## src/rtl/dmaw_pkg.sv

```systemverilog
package dmaw_pkg;

  typedef enum logic [2:0] {
    ST_IDLE,
    ST_FETCH,
    ST_HDR,
    ST_DATA,
    ST_IRQ_HDR,
    ST_IRQ_DAT
  } dmaw_state_e;

  localparam int unsigned PAGE_BITS = 12;
  localparam int unsigned MPS_BASE  = 128;

endpackage

```

## src/rtl/dmaw_cmd_reg.sv

```systemverilog
module dmaw_cmd_reg #(
  parameter int unsigned CMD_W   = 16,
  parameter int unsigned BME_BIT = 2
) (
  input  logic             clk,
  input  logic             rst_n,
  input  logic             wr_en,
  input  logic [CMD_W-1:0] wr_data,
  output logic             bme
);
  logic [CMD_W-1:0] cmd_q;
  logic             cmd_unused;

  always_ff @(posedge clk or negedge rst_n) begin
    if (!rst_n)     cmd_q <= '0;
    else if (wr_en) cmd_q <= wr_data;
  end

  assign bme        = cmd_q[BME_BIT];
  assign cmd_unused = ^{cmd_q[CMD_W-1:BME_BIT+1], cmd_q[BME_BIT-1:0]};

endmodule

```

## src/rtl/dmaw_chunk_calc.sv

```systemverilog
module dmaw_chunk_calc
  import dmaw_pkg::*;
#(
  parameter int unsigned ADDR_W = 32,
  parameter int unsigned LEN_W  = 16
) (
  input  logic [ADDR_W-1:0] addr,
  input  logic [LEN_W-1:0]  remain,
  input  logic [1:0]        mps_sel,
  output logic [LEN_W-1:0]  chunk
);
  localparam int unsigned PAGE = 1 << PAGE_BITS;

  logic [LEN_W-1:0] mps;
  logic [LEN_W-1:0] room;

  always_comb begin
    unique case (mps_sel)
      2'd1:    mps = LEN_W'(2 * MPS_BASE);
      2'd2:    mps = LEN_W'(4 * MPS_BASE);
      default: mps = LEN_W'(MPS_BASE);
    endcase
    room  = LEN_W'(PAGE) - LEN_W'(addr[PAGE_BITS-1:0]);
    chunk = remain;
    if (mps < chunk)  chunk = mps;
    if (room < chunk) chunk = room;
  end

endmodule

```

## src/rtl/dmaw_engine.sv

```systemverilog
module dmaw_engine
  import dmaw_pkg::*;
#(
  parameter int unsigned ADDR_W = 32,
  parameter int unsigned DATA_W = 32,
  parameter int unsigned LEN_W  = 16,
  parameter int unsigned CNT_W  = 4,
  parameter int unsigned RID_W  = 16,
  parameter int unsigned CMD_W  = 16
) (
  input  logic              clk,
  input  logic              rst_n,
  input  logic              cmd_wr_en,
  input  logic [CMD_W-1:0]  cmd_wr_data,
  input  logic [1:0]        mps_sel,
  input  logic [RID_W-1:0]  requester_id,
  input  logic [ADDR_W-1:0] irq_addr,
  input  logic [DATA_W-1:0] irq_data,
  input  logic              start,
  input  logic [CNT_W-1:0]  desc_count,
  input  logic              desc_valid,
  output logic              desc_ready,
  input  logic [ADDR_W-1:0] desc_addr,
  input  logic [LEN_W-1:0]  desc_len,
  input  logic              src_valid,
  output logic              src_ready,
  input  logic [DATA_W-1:0] src_data,
  output logic              req_valid,
  input  logic              req_ready,
  output logic              req_sop,
  output logic              req_eop,
  output logic              req_irq,
  output logic [RID_W-1:0]  req_rid,
  output logic [ADDR_W-1:0] req_addr,
  output logic [LEN_W-1:0]  req_len,
  output logic [DATA_W-1:0] req_data,
  output logic              busy,
  output logic              done,
  output logic              err
);
  localparam int unsigned BEAT_BYTES = DATA_W / 8;
  localparam int unsigned BEAT_SHIFT = $clog2(BEAT_BYTES);
  localparam int unsigned PAGE       = 1 << PAGE_BITS;

  dmaw_state_e       state;
  logic              bme;
  logic              hdr_live;
  logic              go_hdr;
  logic [ADDR_W-1:0] cur_addr;
  logic [LEN_W-1:0]  seg_left;
  logic [LEN_W-1:0]  beat_left;
  logic [CNT_W-1:0]  desc_left;
  logic [LEN_W-1:0]  chunk;

  dmaw_cmd_reg #(.CMD_W(CMD_W), .BME_BIT(2)) u_cmd (
    .clk(clk), .rst_n(rst_n), .wr_en(cmd_wr_en), .wr_data(cmd_wr_data), .bme(bme)
  );

  dmaw_chunk_calc #(.ADDR_W(ADDR_W), .LEN_W(LEN_W)) u_chunk (
    .addr(cur_addr), .remain(seg_left), .mps_sel(mps_sel), .chunk(chunk)
  );

  // A header already on offer is kept; a new one needs the enable.
  assign go_hdr = hdr_live || bme;
  assign busy   = (state != ST_IDLE);

  always_comb begin
    desc_ready = 1'b0;
    src_ready  = 1'b0;
    req_valid  = 1'b0;
    req_sop    = 1'b0;
    req_eop    = 1'b0;
    req_irq    = 1'b0;
    req_rid    = requester_id;
    req_addr   = cur_addr;
    req_len    = chunk;
    req_data   = src_data;
    unique case (state)
      ST_FETCH: desc_ready = 1'b1;
      ST_HDR: begin
        req_valid = go_hdr;
        req_sop   = 1'b1;
      end
      ST_DATA: begin
        req_valid = src_valid;
        src_ready = req_ready;
        req_eop   = (beat_left == LEN_W'(1));
      end
      ST_IRQ_HDR: begin
        req_valid = go_hdr;
        req_sop   = 1'b1;
        req_irq   = 1'b1;
        req_addr  = irq_addr;
        req_len   = LEN_W'(BEAT_BYTES);
      end
      ST_IRQ_DAT: begin
        req_valid = 1'b1;
        req_irq   = 1'b1;
        req_eop   = 1'b1;
        req_data  = irq_data;
      end
      default: ;
    endcase
  end

  always_ff @(posedge clk or negedge rst_n) begin
    if (!rst_n) begin
      state     <= ST_IDLE;
      hdr_live  <= 1'b0;
      cur_addr  <= '0;
      seg_left  <= '0;
      beat_left <= '0;
      desc_left <= '0;
      done      <= 1'b0;
      err       <= 1'b0;
    end else begin
      hdr_live <= ((state == ST_HDR) || (state == ST_IRQ_HDR)) && req_valid && !req_ready;
      unique case (state)
        ST_IDLE: if (start) begin
          done      <= 1'b0;
          err       <= 1'b0;
          desc_left <= desc_count;
          state     <= (desc_count == '0) ? ST_IRQ_HDR : ST_FETCH;
        end
        ST_FETCH: if (desc_valid) begin
          desc_left <= desc_left - CNT_W'(1);
          if (desc_len == '0) begin
            state <= (desc_left == CNT_W'(1)) ? ST_IRQ_HDR : ST_FETCH;
          end else begin
            cur_addr <= desc_addr;
            seg_left <= desc_len;
            state    <= ST_HDR;
          end
        end
        ST_HDR: begin
          if (!go_hdr) begin
            err   <= 1'b1;
            state <= ST_IDLE;
          end else if (req_ready) begin
            beat_left <= chunk >> BEAT_SHIFT;
            cur_addr  <= cur_addr + ADDR_W'(chunk);
            seg_left  <= seg_left - chunk;
            state     <= ST_DATA;
          end
        end
        ST_DATA: if (src_valid && req_ready) begin
          beat_left <= beat_left - LEN_W'(1);
          if (beat_left == LEN_W'(1)) begin
            if (seg_left != '0)       state <= ST_HDR;
            else if (desc_left != '0) state <= ST_FETCH;
            else                      state <= ST_IRQ_HDR;
          end
        end
        ST_IRQ_HDR: begin
          if (!go_hdr) begin
            err   <= 1'b1;
            state <= ST_IDLE;
          end else if (req_ready) begin
            state <= ST_IRQ_DAT;
          end
        end
        ST_IRQ_DAT: if (req_ready) begin
          done  <= 1'b1;
          state <= ST_IDLE;
        end
        default: state <= ST_IDLE;
      endcase
    end
  end

  // ---------------- assertions ----------------
  logic [LEN_W-1:0] mps_lim;
  assign mps_lim = LEN_W'(MPS_BASE) << ((mps_sel == 2'd3) ? 2'd0 : mps_sel);

  assert_gate_R1: assert property (@(posedge clk) disable iff (!rst_n)
    (req_valid && req_sop && !$past(req_valid && req_sop && !req_ready)) |-> bme);

  assert_mps_R2: assert property (@(posedge clk) disable iff (!rst_n)
    (req_valid && req_sop && !req_irq) |-> (req_len != '0 && req_len <= mps_lim));

  assert_page_R3: assert property (@(posedge clk) disable iff (!rst_n)
    (req_valid && req_sop && !req_irq) |->
      ((32'(req_addr[PAGE_BITS-1:0]) + 32'(req_len)) <= 32'(PAGE)));

  assert_hdr_hold_R5: assert property (@(posedge clk) disable iff (!rst_n)
    (req_valid && req_sop && !req_ready) |=>
      (req_valid && req_sop && $stable(req_addr) && $stable(req_len) && $stable(req_irq)));

  assert_src_pass_R5: assert property (@(posedge clk) disable iff (!rst_n)
    (src_valid && src_ready) |-> (req_valid && req_ready && !req_sop));

  assert_irq_beat_R7: assert property (@(posedge clk) disable iff (!rst_n)
    (req_valid && req_irq && !req_sop) |-> (req_eop && !src_ready));

  assert_status_R9: assert property (@(posedge clk) disable iff (!rst_n)
    !(busy && done) && !(done && err));

endmodule

```

## config.mk

```make
export PLATFORM = sky130hd
export DESIGN_NAME = dmaw_engine
export DESIGN_NICKNAME = d
export VERILOG_FILES = /design/src/rtl/dmaw_pkg.sv /design/src/rtl/dmaw_cmd_reg.sv /design/src/rtl/dmaw_chunk_calc.sv /design/src/rtl/dmaw_engine.sv
export SDC_FILE = /design/constraint.sdc
export NUM_CORES = 1
export LEC_CHECK = 0
export ABC_AREA = 0
export BUFFER_PORTS_ARGS = -buffer_cell sky130_fd_sc_hd__buf_2
export CORE_ASPECT_RATIO = 1.1
export CORE_MARGIN = 2
export CORE_UTILIZATION = 45
export DETAILED_ROUTE_END_ITERATION = 10
export PLACE_DENSITY = 0.78
export SLEW_MARGIN = 20
export SYNTH_ARGS = -nofsm -noshare
export SYNTH_HDL_FRONTEND = slang
export SYNTH_SLANG_ARGS = --single-unit
```

## constraint.sdc

```tcl
create_clock -name clk -period 5.4 [get_ports clk]
set_input_delay 0.54 -clock clk [delete_from_list [all_inputs] [get_ports clk]]
set_output_delay 0.54 -clock clk [all_outputs]
set_load 0.005 [all_outputs]
```

==> flow_summary.json, run 1 <==
{
  "status": "finished with violations",
  "io_pins": 294,
  "ys.flop_type": "dfrtp_1",
  "core_mm2": 0.01574,
  "synth_edf_count": 0,
  "avgSynthCellArea_um2": 8.003,
  "clkSinkCount": 75,
  "first_iter_violations": 490,
  "finalNetCount": 1454,
  "drt-total-wl_um": 25800,
  "grt_max_degree": 76,
  "antenna_found_initial": 1,
  "endpoint_kind": "register",
  "p_leak_nw": 4.653,
  "required_ns": 5.58,
  "synth_seq_cells": 75,
  "initial_core_util": 0.4598,
  "root_buffer": "clkbuf_16",
  "final.setup_skew_ns": 0.007085,
  "drc": 0,
  "final_cell_mix": "buf_2 (241), nor2_1 (93), buf_4 (93), nand2_1 (80), dfrtp_1 (74)",
  "powerDensity_mw_per_mm2": 660.1,
  "ant_nets": 0,
  "syn-cell-area_mm2": 0.007234,
  "violations": "negative setup slack",
  "die_x_um": 124.9,
  "worst_slack_ns": -0.1900,
  "cts_tree": "done",
  "report.final.hold_viol_count": 0,
  "die_y_um": 137.0,
  "dp_hpwl_um": 18320,
  "critPathLaunchType": "register",
  "dp.cells": 1382,
  "cts_made_buffers": 9,
  "worstPathArrival_ns": 5.77,
  "htreeDepth": 3,
  "fin_crit_sh": 1.035,
  "synth_top_cell_by_area": "dfrtp_1",
  "overflow": 0,
  "drv_cap": 0,
  "wl_per_cell_um": 18.24,
  "synthTopCellsByArea": "dfrtp_1 (26%), mux2_2 (9.5%), ha_1 (9.2%)",
  "worstPathMaxFanout": 8,
  "yosysSeqAreaShare": 0.2594,
  "p_total_mw": 6.579,
  "slowest_delay_ns": 0.57,
  "rsz0062_at_grt": "true",
  "synthToLayoutAreaGrowth_pct": 37.77,
  "grt_pass1_wl_um": 37230,
  "ir_drop_uv": 314.7,
  "globalplace.congestion": 0.9235,
  "row_count": 48,
  "relSlewSlack": 0.4490,
  "ctsLongestPathBuffers": 2,
  "via_per_inst": 5.806,
  "synthCells": 904,
  "tns_ns": -0.9277,
  "place_ws_ns": -0.4662,
  "layout_commonest_cell": "buf_2",
  "yosys.area.top_type_share": 0.2594,
  "layout-drive-gt1-share": 0.4221,
  "synth.distinct_cells": 84,
  "utilization": 0.6334,
  "ys_warn_count": 0,
  "drtPass1Iterations": 5,
  "portBuffers": 243,
  "setup_violations": 14,
  "critPathSlowestCell": "or4_4",
  "die_area_mm2": 0.01711,
  "async_reset_ff_frac": 1.000,
  "grtUsageTotal": 0.2681,
  "grt_pass1_vias": 7457,
  "clk_pin_slew_ns": 0.06,
  "worstMarginPinSlew_ns": 0.8244,
  "vias": 8210,
  "maxSlewViolCount": 0,
  "hold_class": "in -> async",
  "timing.final.crit_period_ns": 5.590,
  "insertion_delay_ns": 0.34,
  "fin_cells": 1414,
  "clock.fmax_mhz": 178.9,
  "worstSetupPathType": "reg -> reg"
}
[routing by layer]
layer  wire, um  up-vias  GRT usage  part of all wire
met5          0        -          0                 0
met1      10720     3919     0.3562              0.42
li1           -     3851          -                 -
met3       1766       82    0.04378             0.068
met2      12370      358     0.4429              0.48
met4        945        0     0.1000             0.037
[state kept, by name, indices dropped and copies added (netlist names), 3 cells and up]
| register | cells |
|---|---|
| cur_addr | 32 |
| beat_left | 16 |
| state | 3 |
| seg_left | 16 |
| desc_left | 4 |
[final timing paths]
check                         startpoint            to  slack, ns  depth (start not counted)
max                          cur_addr[5]  cur_addr[26]      -0.19                         28
min                                rst_n   cur_addr[7]       0.25                          1
max reg2reg                  cur_addr[5]  cur_addr[26]      -0.19                         28
min reg2reg                 cur_addr[29]  cur_addr[29]       0.51                          1
max in group asynchronous          rst_n   seg_left[2]       4.62                          1
min in group clk           desc_addr[25]  cur_addr[25]       0.42                          3
[cells in the mapped netlist (9+ instances only)]
cell      count
a21o_1       10
a21oi_1      65
a31oi_1      15
and3_1       10
buf_4        19
clkbuf_1     28
dfrtp_1      75
ha_1         53
inv_1        41
mux2_2       61
nand2_1      82
nand2b_1     13
nand3_1      21
nor2_1       99
nor2b_1      16
nor3_1       25
nor4_1       14
o21ai_0      67
o21ai_1       9
xnor2_1      18
xor2_1       14
[where the power goes]
part | leakage, nW | switching (mW) | internal (mW)
sequential | 0.899 | 0.343 | 0.820
clock | 0.126 | 0.250 | 0.319
combinational | 3.63 | 2.54 | 2.31
[final cells by class]
class	instances	area (um^2)
flip-flops and latches	75	1878
multi-input cells	737	5374
well taps	200	250.2
fillers	1300	5768
clock buffers	10	239.0
clock inverters	4	28.78
repair buffers	345	2032
inverters	42	162.7
diodes	1	2.502
[worst max-delay path, delay by kind of cell (launching register included)]
family	cells	cell delay, ns
AO/OA/AOI/OAI	12	1.86
AND/OR/NAND/NOR	9	1.84
adder cells (fa/ha/maj)	2	0.63
buffers and inverters	4	0.52
flip-flops	1	0.39
XOR/XNOR	1	0.16
[per-stage QoR]
stage,area (um^2),hold WS [ns]
global placement,9104,0.4736
detailed placement,9104,0.4841
global route,9965,0.3101
finish,9967,0.2452
floorplan,7292,0.2444
CTS,9487,0.4180
[timing repair]
item | CTS | global route
hold buffers | 0 | 0
setup buffers | 7 | 10
endpoints found under the setup margin | 16 | 30
gates cloned | 0 | 0
resized for setup | 13 | 84
pin swaps | 7 | 38
[kinds of logic (layout without fill, tap and decap cells)]
group                      count (synthesis)  count (layout)  synth area share
and+or+nand+nor                          324             324            0.2176
buffers and inverters                    101             401           0.06382
other                                      2              12          0.001038
AOI/OAI and AO/OA                        248             248            0.2184
DFF                                       75              75            0.2594
xor gates and xnor gates                  32              32           0.03874
adders and majority gates                 55              55           0.09720
muxes                                     67              67            0.1038
No activity file was read; power rests on OpenSTA's default activity.
==> inputs of run 2 (changes only) <==
--- a/config.mk
+++ b/config.mk
@@ -6,7 +6,7 @@
 export NUM_CORES = 1
 export LEC_CHECK = 0
 export ABC_AREA = 0
-export BUFFER_PORTS_ARGS = -buffer_cell sky130_fd_sc_hd__buf_2
+export BUFFER_PORTS_ARGS = -buffer_cell sky130_fd_sc_hd__buf_4
 export CORE_ASPECT_RATIO = 1.1
 export CORE_MARGIN = 2
 export CORE_UTILIZATION = 45
==> run 2 against run 1 <==
Against the previous run:
- the flow still finishes with violations (negative setup slack)
- final cell count shrank 0.42%
- critical path depth grew 3
- power grew 4.9%
- largest power group unchanged
- setup slack gained 0.13 ns
- die area is the same
- non-clock buffer count shrank 6
- sequential cell count is the same
- wire length grew 0.51%
- sequential power is essentially flat
- utilization grew 4.3 points
- combinational power grew 4.3%
==> flow_summary.json, run 2 (same netlist as run 1, synthesis figures left out) <==
{
  "finalNetCount": 1448,
  "endpoint_kind": "register",
  "insertion_delay_ns": 0.35,
  "cts_made_buffers": 9,
  "synthToLayoutAreaGrowth_pct": 47.06,
  "initial_core_util": 0.4598,
  "powerDensity_mw_per_mm2": 649.0,
  "antenna_found_initial": 0,
  "critPathSlowestCell": "mux2i_1",
  "critPathLaunchType": "input pin",
  "worst_slack_ns": -0.06160,
  "wl_per_cell_um": 18.42,
  "vias": 8232,
  "hold_class": "in -> async",
  "die_area_mm2": 0.01711,
  "maxSlewViolCount": 0,
  "drv_cap": 0,
  "die_x_um": 124.9,
  "crit_start": "mps_sel[0]",
  "seqCellArea_mm2": 0.001878,
  "report.final.hold_viol_count": 0,
  "p_leak_nw": 4.847,
  "clk_pin_slew_ns": 0.06,
  "htreeDepth": 3,
  "ctsLongestPathBuffers": 2,
  "final.setup_skew_ns": 0.009291,
  "ir_drop_uv": 315.3,
  "relSlewSlack": 0.4423,
  "violations": "negative setup slack",
  "top_regs": "cur_addr (32), beat_left (16), seg_left (16)",
  "first_iter_violations": 562,
  "grt_max_degree": 76,
  "fin_crit_sh": 1.011,
  "layout-drive-gt1-share": 0.4263,
  "grt_pass1_vias": 7622,
  "final_cell_mix": "buf_4 (332), nor2_1 (92), nand2_1 (79), dfrtp_1 (74), o21ai_0 (62)",
  "drtPass1Iterations": 7,
  "multiInputGateArea_mm2": 0.005461,
  "setup_violations": 5,
  "worstPathArrival_ns": 5.72,
  "core_mm2": 0.01574,
  "ant_nets": 0,
  "slowest_delay_ns": 0.35,
  "required_ns": 5.66,
  "worstPathMaxFanout": 8,
  "status": "finished with violations",
  "place_ws_ns": -0.3618,
  "cts_tree": "done",
  "largest_reg_flops": 32,
  "dp_hpwl_um": 18480,
  "portBuffers": 243,
  "rsz0062_at_grt": "true",
  "overflow": 0,
  "clock.fmax_mhz": 183.1,
  "top_register": "cur_addr",
  "root_buffer": "clkbuf_16",
  "drt-total-wl_um": 25930,
  "p_total_mw": 6.904,
  "tns_ns": -0.1753,
  "row_count": 48,
  "io_pins": 294,
  "worstSetupPathType": "in -> reg",
  "die_y_um": 137.0,
  "worstMarginPinSlew_ns": 0.8366,
  "layout_commonest_cell": "buf_4",
  "grt_pass1_wl_um": 37780,
  "drc": 0,
  "n_fill_cell": 1241,
  "cp_common_cell": "buf_4",
  "clkSinkCount": 75,
  "grtUsageTotal": 0.2724,
  "via_per_inst": 5.847,
  "r2r-start": "seg_left[7]",
  "diodes": 0,
  "globalplace.congestion": 0.8669,
  "timing.final.crit_period_ns": 5.462
}
-- run 2: changes by cell type in the layout (fill, tap and decap cells not counted), moves of 2 or more --
cell	delta
buf_4	+239
o21ai_1	-2
ha_4	+3
bufinv_16	+2
a31oi_1	-2
buf_6	-3
o21ai_0	+2
ha_1	-4
a31oi_2	+2
buf_2	-241
-- run 2: timing repair --
| action | 4_1_cts | 5_1_grt |
|---|---|---|
| gates resized for setup | 30 | 71 |
| pin swaps | 19 | 35 |
| buffers inserted | 3 | 15 |
| hold buffers | 0 | 0 |
| endpoints found under the setup margin | 14 | 29 |
-- run 2: final cells by class --
type                    instances  share of cell area
well taps                     200             0.02352
inverters                      42             0.01505
clock inverters                 4            0.007056
flip-flops and latches         75              0.1765
multi-input cells             737              0.5133
repair buffers                339              0.2417
clock buffers                  11             0.02282
-- run 2: per-stage QoR --
step | hold WS (ns) | instances | instance area, um^2 | utilization
after global placement | 0.4780 | 1375 | 9657 | 0.6137
final | 0.2147 | 1408 | 10640 | 0.6761
after floorplan | 0.2444 | 913 | 7292 | -
after CTS | 0.3901 | 1393 | 10160 | 0.6457
after detailed placement | 0.4842 | 1375 | 9657 | 0.6137
after global routing | 0.2908 | 1408 | 10640 | 0.6761
-- run 2: power breakdown --
part / switching, mW / leakage (nW) / internal [mW]
logic: 2.59 / 3.80 / 2.48
registers: 0.351 / 0.899 / 0.820
clock network: 0.254 / 0.148 / 0.415
-- run 2: final timing paths --
check | slack [ns] | cells after the start | to
max | -0.06 | 31 | cur_addr[26]
min | 0.21 | 1 | seg_left[0]
max reg2reg | -0.06 | 29 | cur_addr[26]
min reg2reg | 0.51 | 1 | cur_addr[29]
max in group asynchronous | 4.58 | 1 | seg_left[5]
min in group clk | 0.40 | 2 | hdr_live
-- run 2: routing by layer --
layer  GRT usage  vias up  wire [um]  part of all wire
li1            -     3843          -                 -
met1      0.3535     3975      10680              0.41
met2      0.4520      348      12860              0.50
met3     0.05043       66       1708             0.066
met4      0.1099        0        685             0.026
met5           0        -          0                 0
-- run 2: critical path, delay by kind of cell --
| family | cells | cell delay (ns) |
|---|---|---|
| and+or+nand+nor | 5 | 0.75 |
| muxes | 1 | 0.35 |
| adders and majority gates | 5 | 1.29 |
| buffers and inverters | 6 | 0.74 |
| AOI/OAI and AO/OA | 14 | 2.04 |
